===== src/rtl/tflag_pkg.sv =====
package tflag_pkg;
  // register geometry
  localparam int REG_W  = 8;
  localparam int FLAG_W = 4;

  // bit positions that software decodes
  localparam int BIT_OVF  = 0;
  localparam int BIT_CMPA = 1;
  localparam int BIT_CMPB = 2;
  localparam int BIT_CAP  = 3;

  typedef logic [FLAG_W-1:0] flagVec_t;

  // strobes handed from control to datapath each cycle
  typedef struct packed {
    flagVec_t setMask;
    flagVec_t clrMask;
  } flagCtl_t;
endpackage


===== src/rtl/tflag_ctl.sv =====
module tflagCtl
  import tflag_pkg::*;
(
  input  logic             ovfEvt,
  input  logic             cmpAEvt,
  input  logic             cmpBEvt,
  input  logic             cmp16Evt,
  input  logic             capEvt,
  input  logic             mode16Cmp,
  input  logic             mode16Cap,
  input  logic             regWrEn,
  input  logic [REG_W-1:0] regWrData,
  input  flagVec_t         ackVec,
  output flagCtl_t         ctl
);
  logic cmpASet;
  logic cmpBSet;
  flagVec_t wrClr;

  // capture mode owns both compare registers, so it outranks 16-bit compare
  always_comb begin
    if (mode16Cap)      cmpASet = 1'b0;
    else if (mode16Cmp) cmpASet = cmp16Evt;
    else                cmpASet = cmpAEvt;
  end

  assign cmpBSet = cmpBEvt & ~mode16Cmp & ~mode16Cap;
  assign wrClr   = regWrEn ? regWrData[FLAG_W-1:0] : '0;

  always_comb begin
    ctl = '0;
    ctl.setMask[BIT_OVF]  = ovfEvt;
    ctl.setMask[BIT_CMPA] = cmpASet;
    ctl.setMask[BIT_CMPB] = cmpBSet;
    ctl.setMask[BIT_CAP]  = capEvt;
    ctl.clrMask           = wrClr | ackVec;
  end
endmodule


===== src/rtl/tflag_dp.sv =====
module tflagDp
  import tflag_pkg::*;
(
  input  logic             clk,
  input  logic             rst,
  input  flagCtl_t         ctl,
  input  flagVec_t         intEnable,
  input  logic             globalIe,
  output logic [REG_W-1:0] regRdData,
  output flagVec_t         irq
);
  flagVec_t flagQ;

  for (genvar i = 0; i < FLAG_W; i++) begin : g_flag
    // set has priority over any clear in the same cycle
    always_ff @(posedge clk) begin
      if (rst)                 flagQ[i] <= 1'b0;
      else if (ctl.setMask[i]) flagQ[i] <= 1'b1;
      else if (ctl.clrMask[i]) flagQ[i] <= 1'b0;
    end
    assign irq[i] = globalIe & intEnable[i] & flagQ[i];
  end

  assign regRdData = {{(REG_W-FLAG_W){1'b0}}, flagQ};

  // a set request is never lost to a concurrent clear
  a_r10_set_wins: assert property (@(posedge clk) disable iff (rst)
    (ctl.setMask != '0) |=> ((flagQ & $past(ctl.setMask)) == $past(ctl.setMask)));

  // a clear with no set drops the flag
  a_r3_clear_drops: assert property (@(posedge clk) disable iff (rst)
    ((ctl.clrMask & ~ctl.setMask) != '0) |=>
      ((flagQ & $past(ctl.clrMask & ~ctl.setMask)) == '0));
endmodule


===== src/rtl/timerFlags.sv =====
module timerFlags
  import tflag_pkg::*;
(
  input  logic             clk,
  input  logic             rst,
  input  logic             ovfEvt,
  input  logic             cmpAEvt,
  input  logic             cmpBEvt,
  input  logic             cmp16Evt,
  input  logic             capEvt,
  input  logic             mode16Cmp,
  input  logic             mode16Cap,
  input  logic             regWrEn,
  input  logic [7:0]       regWrData,
  output logic [7:0]       regRdData,
  input  logic [3:0]       ackVec,
  input  logic [3:0]       intEnable,
  input  logic             globalIe,
  output logic [3:0]       irq
);
  flagCtl_t ctlStrb;

  tflagCtl ctl_i (
    .ovfEvt(ovfEvt), .cmpAEvt(cmpAEvt), .cmpBEvt(cmpBEvt),
    .cmp16Evt(cmp16Evt), .capEvt(capEvt),
    .mode16Cmp(mode16Cmp), .mode16Cap(mode16Cap),
    .regWrEn(regWrEn), .regWrData(regWrData), .ackVec(ackVec),
    .ctl(ctlStrb)
  );

  tflagDp dp_i (
    .clk(clk), .rst(rst), .ctl(ctlStrb),
    .intEnable(intEnable), .globalIe(globalIe),
    .regRdData(regRdData), .irq(irq)
  );

  // overflow strobe lands in bit 0
  a_r4_ovf_sets: assert property (@(posedge clk) disable iff (rst)
    ovfEvt |=> regRdData[BIT_OVF]);

  // capture strobe lands in bit 3 in any mode
  a_r8_cap_sets: assert property (@(posedge clk) disable iff (rst)
    capEvt |=> regRdData[BIT_CAP]);

  // compare B stays clear in either 16-bit mode
  a_r5_b_blocked: assert property (@(posedge clk) disable iff (rst)
    ((mode16Cmp || mode16Cap) && !regRdData[BIT_CMPB]) |=> !regRdData[BIT_CMPB]);

  // compare A stays clear in capture mode
  a_r7_a_blocked: assert property (@(posedge clk) disable iff (rst)
    (mode16Cap && !regRdData[BIT_CMPA]) |=> !regRdData[BIT_CMPA]);

  // 16-bit match sets compare A in 16-bit compare mode
  a_r6_wide_match: assert property (@(posedge clk) disable iff (rst)
    (mode16Cmp && !mode16Cap && cmp16Evt) |=> regRdData[BIT_CMPA]);

  // upper bits never read as one
  a_r1_upper_zero: assert property (@(posedge clk) disable iff (rst)
    regRdData[7:4] == 4'h0);

  // no request without its flag and the global enable
  a_r9_irq_gated: assert property (@(posedge clk) disable iff (rst)
    ((irq & ~regRdData[3:0]) == 4'h0) && (globalIe || irq == 4'h0));
endmodule


===== config.mk =====
export PLATFORM = sky130hd
export DESIGN_NAME = timerFlags
export DESIGN_NICKNAME = d
export VERILOG_FILES = /design/src/rtl/tflag_pkg.sv /design/src/rtl/tflag_ctl.sv /design/src/rtl/tflag_dp.sv /design/src/rtl/timerFlags.sv
export SDC_FILE = /design/constraint.sdc
export NUM_CORES = 1
export LEC_CHECK = 0
export BUFFER_PORTS_ARGS = -buffer_cell sky130_fd_sc_hd__buf_2
export CORE_AREA = 2 2 39 41
export CTS_BUF_LIST = sky130_fd_sc_hd__clkbuf_8
export DETAILED_ROUTE_END_ITERATION = 16
export DIE_AREA = 0 0 41 43
export PLACE_DENSITY_LB_ADDON = 0.12
export SLEW_MARGIN = 20
export SYNTH_ARGS = -nofsm -noshare
export SYNTH_HDL_FRONTEND = slang
export SYNTH_SLANG_ARGS = --single-unit

===== constraint.sdc =====
create_clock -name clk -period 1 [get_ports clk]
set_input_delay 0.15 -clock clk [delete_from_list [all_inputs] [get_ports clk]]
set_output_delay 0.15 -clock clk [all_outputs]
set_load 0.1 [all_outputs]

==> results.ini <==
[status]
outcome = finished with violations
failing_checks = negative setup slack

[routing]
wl_um = 735
remaining_number_of_nets_flagged_by_the_antenna_check_after_routing = 0
drc = 0
drt-vias-per-instance = 4.10
detailedRoute.firstIterationViolations = 1
drt_pre_antenna_iters = 4
dr_total_vias = 336
drt-wirelength-per-cell_um = 8.96

[final_layout]
nFillCells = 155
layout.cells.most_common = sky130_fd_sc_hd__buf_2
insertedDiodeCount = 0
instances_no_fill = 82
post_route_cells_drive_above_1_share = 0.682
layout.cell_area.non_filler_um2 = 606
most-common-layout-cells = 22 x sky130_fd_sc_hd__buf_2, 8 x sky130_fd_sc_hd__buf_12
num-nets-final = 95
layout-area-overhead-vs-synth_pct = 166
largest_register_ffs = 4

[sta]
clock.fmax_ghz = 0.955
timing.hold.ws_ps = 124
final_critical_path_setup_slack_ps = -46.8
post-route-min-period_ps = 1050
final-max-slew-violation-count = 0
fin_worst_skew_ps = 0
report.final.setup_viol = 4
rsz_0062_raised_after_global_routing = yes
period_share = 1.05
hold_viol = 0
setup_tns_after_final_layout_ps = -175

[yosys]
synth.distinct_cells = 12
ys_seq_area_frac = 0.352
ys.warnings.count = 0
netlist_instances = 30
synthesis.area_per_instance_um2 = 7.59
synth.cell_area_um2 = 228
synth-seq-cells = 4

[global_routing]
grt_first_pass_wirelength_um = 1150
initial_antenna_violation_count = 0
grt_start_max_net_pins = 6
globalRoute.totalOverflow = 0
via_count_of_the_first_global_routing_pass = 292
grt_use_total = 0.0976

[setup_path]
cp-startpoint = dp_i.regRdData[0]$_SDFFE_PP0P_
worst-endpoint-required_ps = 850
r2r_cells = 3
cp_data_arrival_time_ps = 900
reg2reg_slack_ps = 240
worst_setup_path_start_kind = register
setup.worst_path.end = irq[0]
timing.critical_path.cells = and3_4 > buf_12
stage_delay_of_the_slowest_cell_on_the_critical_path_ps = 330
rr_endpoint = dp_i.regRdData[2]$_SDFFE_PP0P_
crit_path_max_delay_cell_type = sky130_fd_sc_hd__dfxtp_4
critical_path_class = reg2out
critical_path.endpoint_type = primary output
worstReg2RegStart = dp_i.regRdData[2]$_SDFFE_PP0P_
worstPathMaxFanout = 2

[placed_design]
pre_cts_setup_slack_ps = 140
numPlacedInstances = 75
routabilityCongestion = 0.739
dpl-instance-area_um2 = 534
port_buffers = 30
sum_of_net_half_perimeters_after_detailed_placement_um = 624

[floorplan]
coreArea_um2 = 1380
floorplan.die.width_um = 41
dieHeight_um = 43
ioPinCount = 39
rows = 14
fp.dieArea_um2 = 1760
initial_core_util = 0.165

[clocking]
numCtsBuffers = 3
clock_path_buffers = 2
insertion_delay_ps = 210
number_of_levels_the_h_tree_was_split_into = 1
cts.root.buffer_cell = sky130_fd_sc_hd__clkbuf_8
cts_sinks = 4
cts_tree = built
clk_pin_slew_worst_paths_ps = 30
cts-resized-gates = 0

[pwr]
static-leakage-power_uw = 0.000304
vdd.ir_drop.worst_v = 0.000541
power-per-cell-area_nw_per_um2 = 1350

[hold_path]
min_path_cells = 2
hold_path_class = in2reg

[run]
timing.max_cap.violations = 0

-- power breakdown --
part / internal [uW] / switching, uW
combinational: 105 / 203
clock: 257 / 83.5
sequential: 166 / 4.32
total: 527 / 291
-- worst max-delay path, delay by kind of cell (launching register included) --
family	cells	cell delay, ps
buf+inv	1	170
simple gates	1	180
flops	1	330
-- through the flow --
stage               power [uW]   util
floorplan                  371      -
global placement           469  0.386
detailed placement         470  0.386
CTS                        824  0.438
global route               849  0.438
finish                     819  0.438
-- cells by family after synthesis --
group           share of synthesized area
flops                               0.352
buf+inv                             0.181
compound gates                      0.148
other cells                        0.0165
simple gates                        0.258
mux                                0.0440
-- Yosys cell counts --
library cell	instances	area share
sky130_fd_sc_hd__and3_1	4	0.11
sky130_fd_sc_hd__o31ai_1	1	0.033
sky130_fd_sc_hd__nor3b_1	1	0.033
sky130_fd_sc_hd__mux2i_1	1	0.044
sky130_fd_sc_hd__a211oi_1	1	0.033
sky130_fd_sc_hd__conb_1	1	0.016
sky130_fd_sc_hd__dfxtp_1	4	0.35
sky130_fd_sc_hd__nand2_1	4	0.066
sky130_fd_sc_hd__inv_1	3	0.049
sky130_fd_sc_hd__buf_4	4	0.13
sky130_fd_sc_hd__nor2_1	3	0.049
sky130_fd_sc_hd__a31oi_1	3	0.082
-- layout make-up --
class / count / area, um2 / share of cell area
Timing Repair Buffer: 34 / 300 / 0.496
Multi-Input combinational cell: 22 / 138 / 0.227
Sequential cell: 4 / 95.1 / 0.157
Clock buffer: 3 / 41.3 / 0.0682
Tap cell: 16 / 20.0 / 0.0331
Inverter: 3 / 11.3 / 0.0186
-- metal layers --
| metal | vias up | global-route usage | wire [um] |
|---|---|---|---|
| met5 | - | 0 | 0 |
| met4 | 0 | 0.0800 | 0 |
| met3 | 0 | 0.0314 | 71 |
| met2 | 18 | 0.147 | 408 |
| met1 | 151 | 0.104 | 255 |
| li1 | 167 | - | - |
-- worst min path at each step --
stage	from	endpoint	slack [ps]
6_report	mode16Cap	dp_i.regRdData[1]$_SDFFE_PP0P_	120
3_3_place_gp	mode16Cap	dp_i.regRdData[1]$_SDFFE_PP0P_	350
4_1_cts	mode16Cap	dp_i.regRdData[1]$_SDFFE_PP0P_	120
2_1_floorplan	rst	dp_i.regRdData[0]$_SDFFE_PP0P_	210
5_1_grt	mode16Cap	dp_i.regRdData[1]$_SDFFE_PP0P_	130
3_5_place_dp	mode16Cap	dp_i.regRdData[1]$_SDFFE_PP0P_	350
-- what timing repair did --
item,in CTS,in global routing
hold buffers,0,0
buffers inserted,4,0
endpoints found under the setup margin,4,7
pin swaps,2,1
Note: power is estimated with default switching activity, not from simulation.
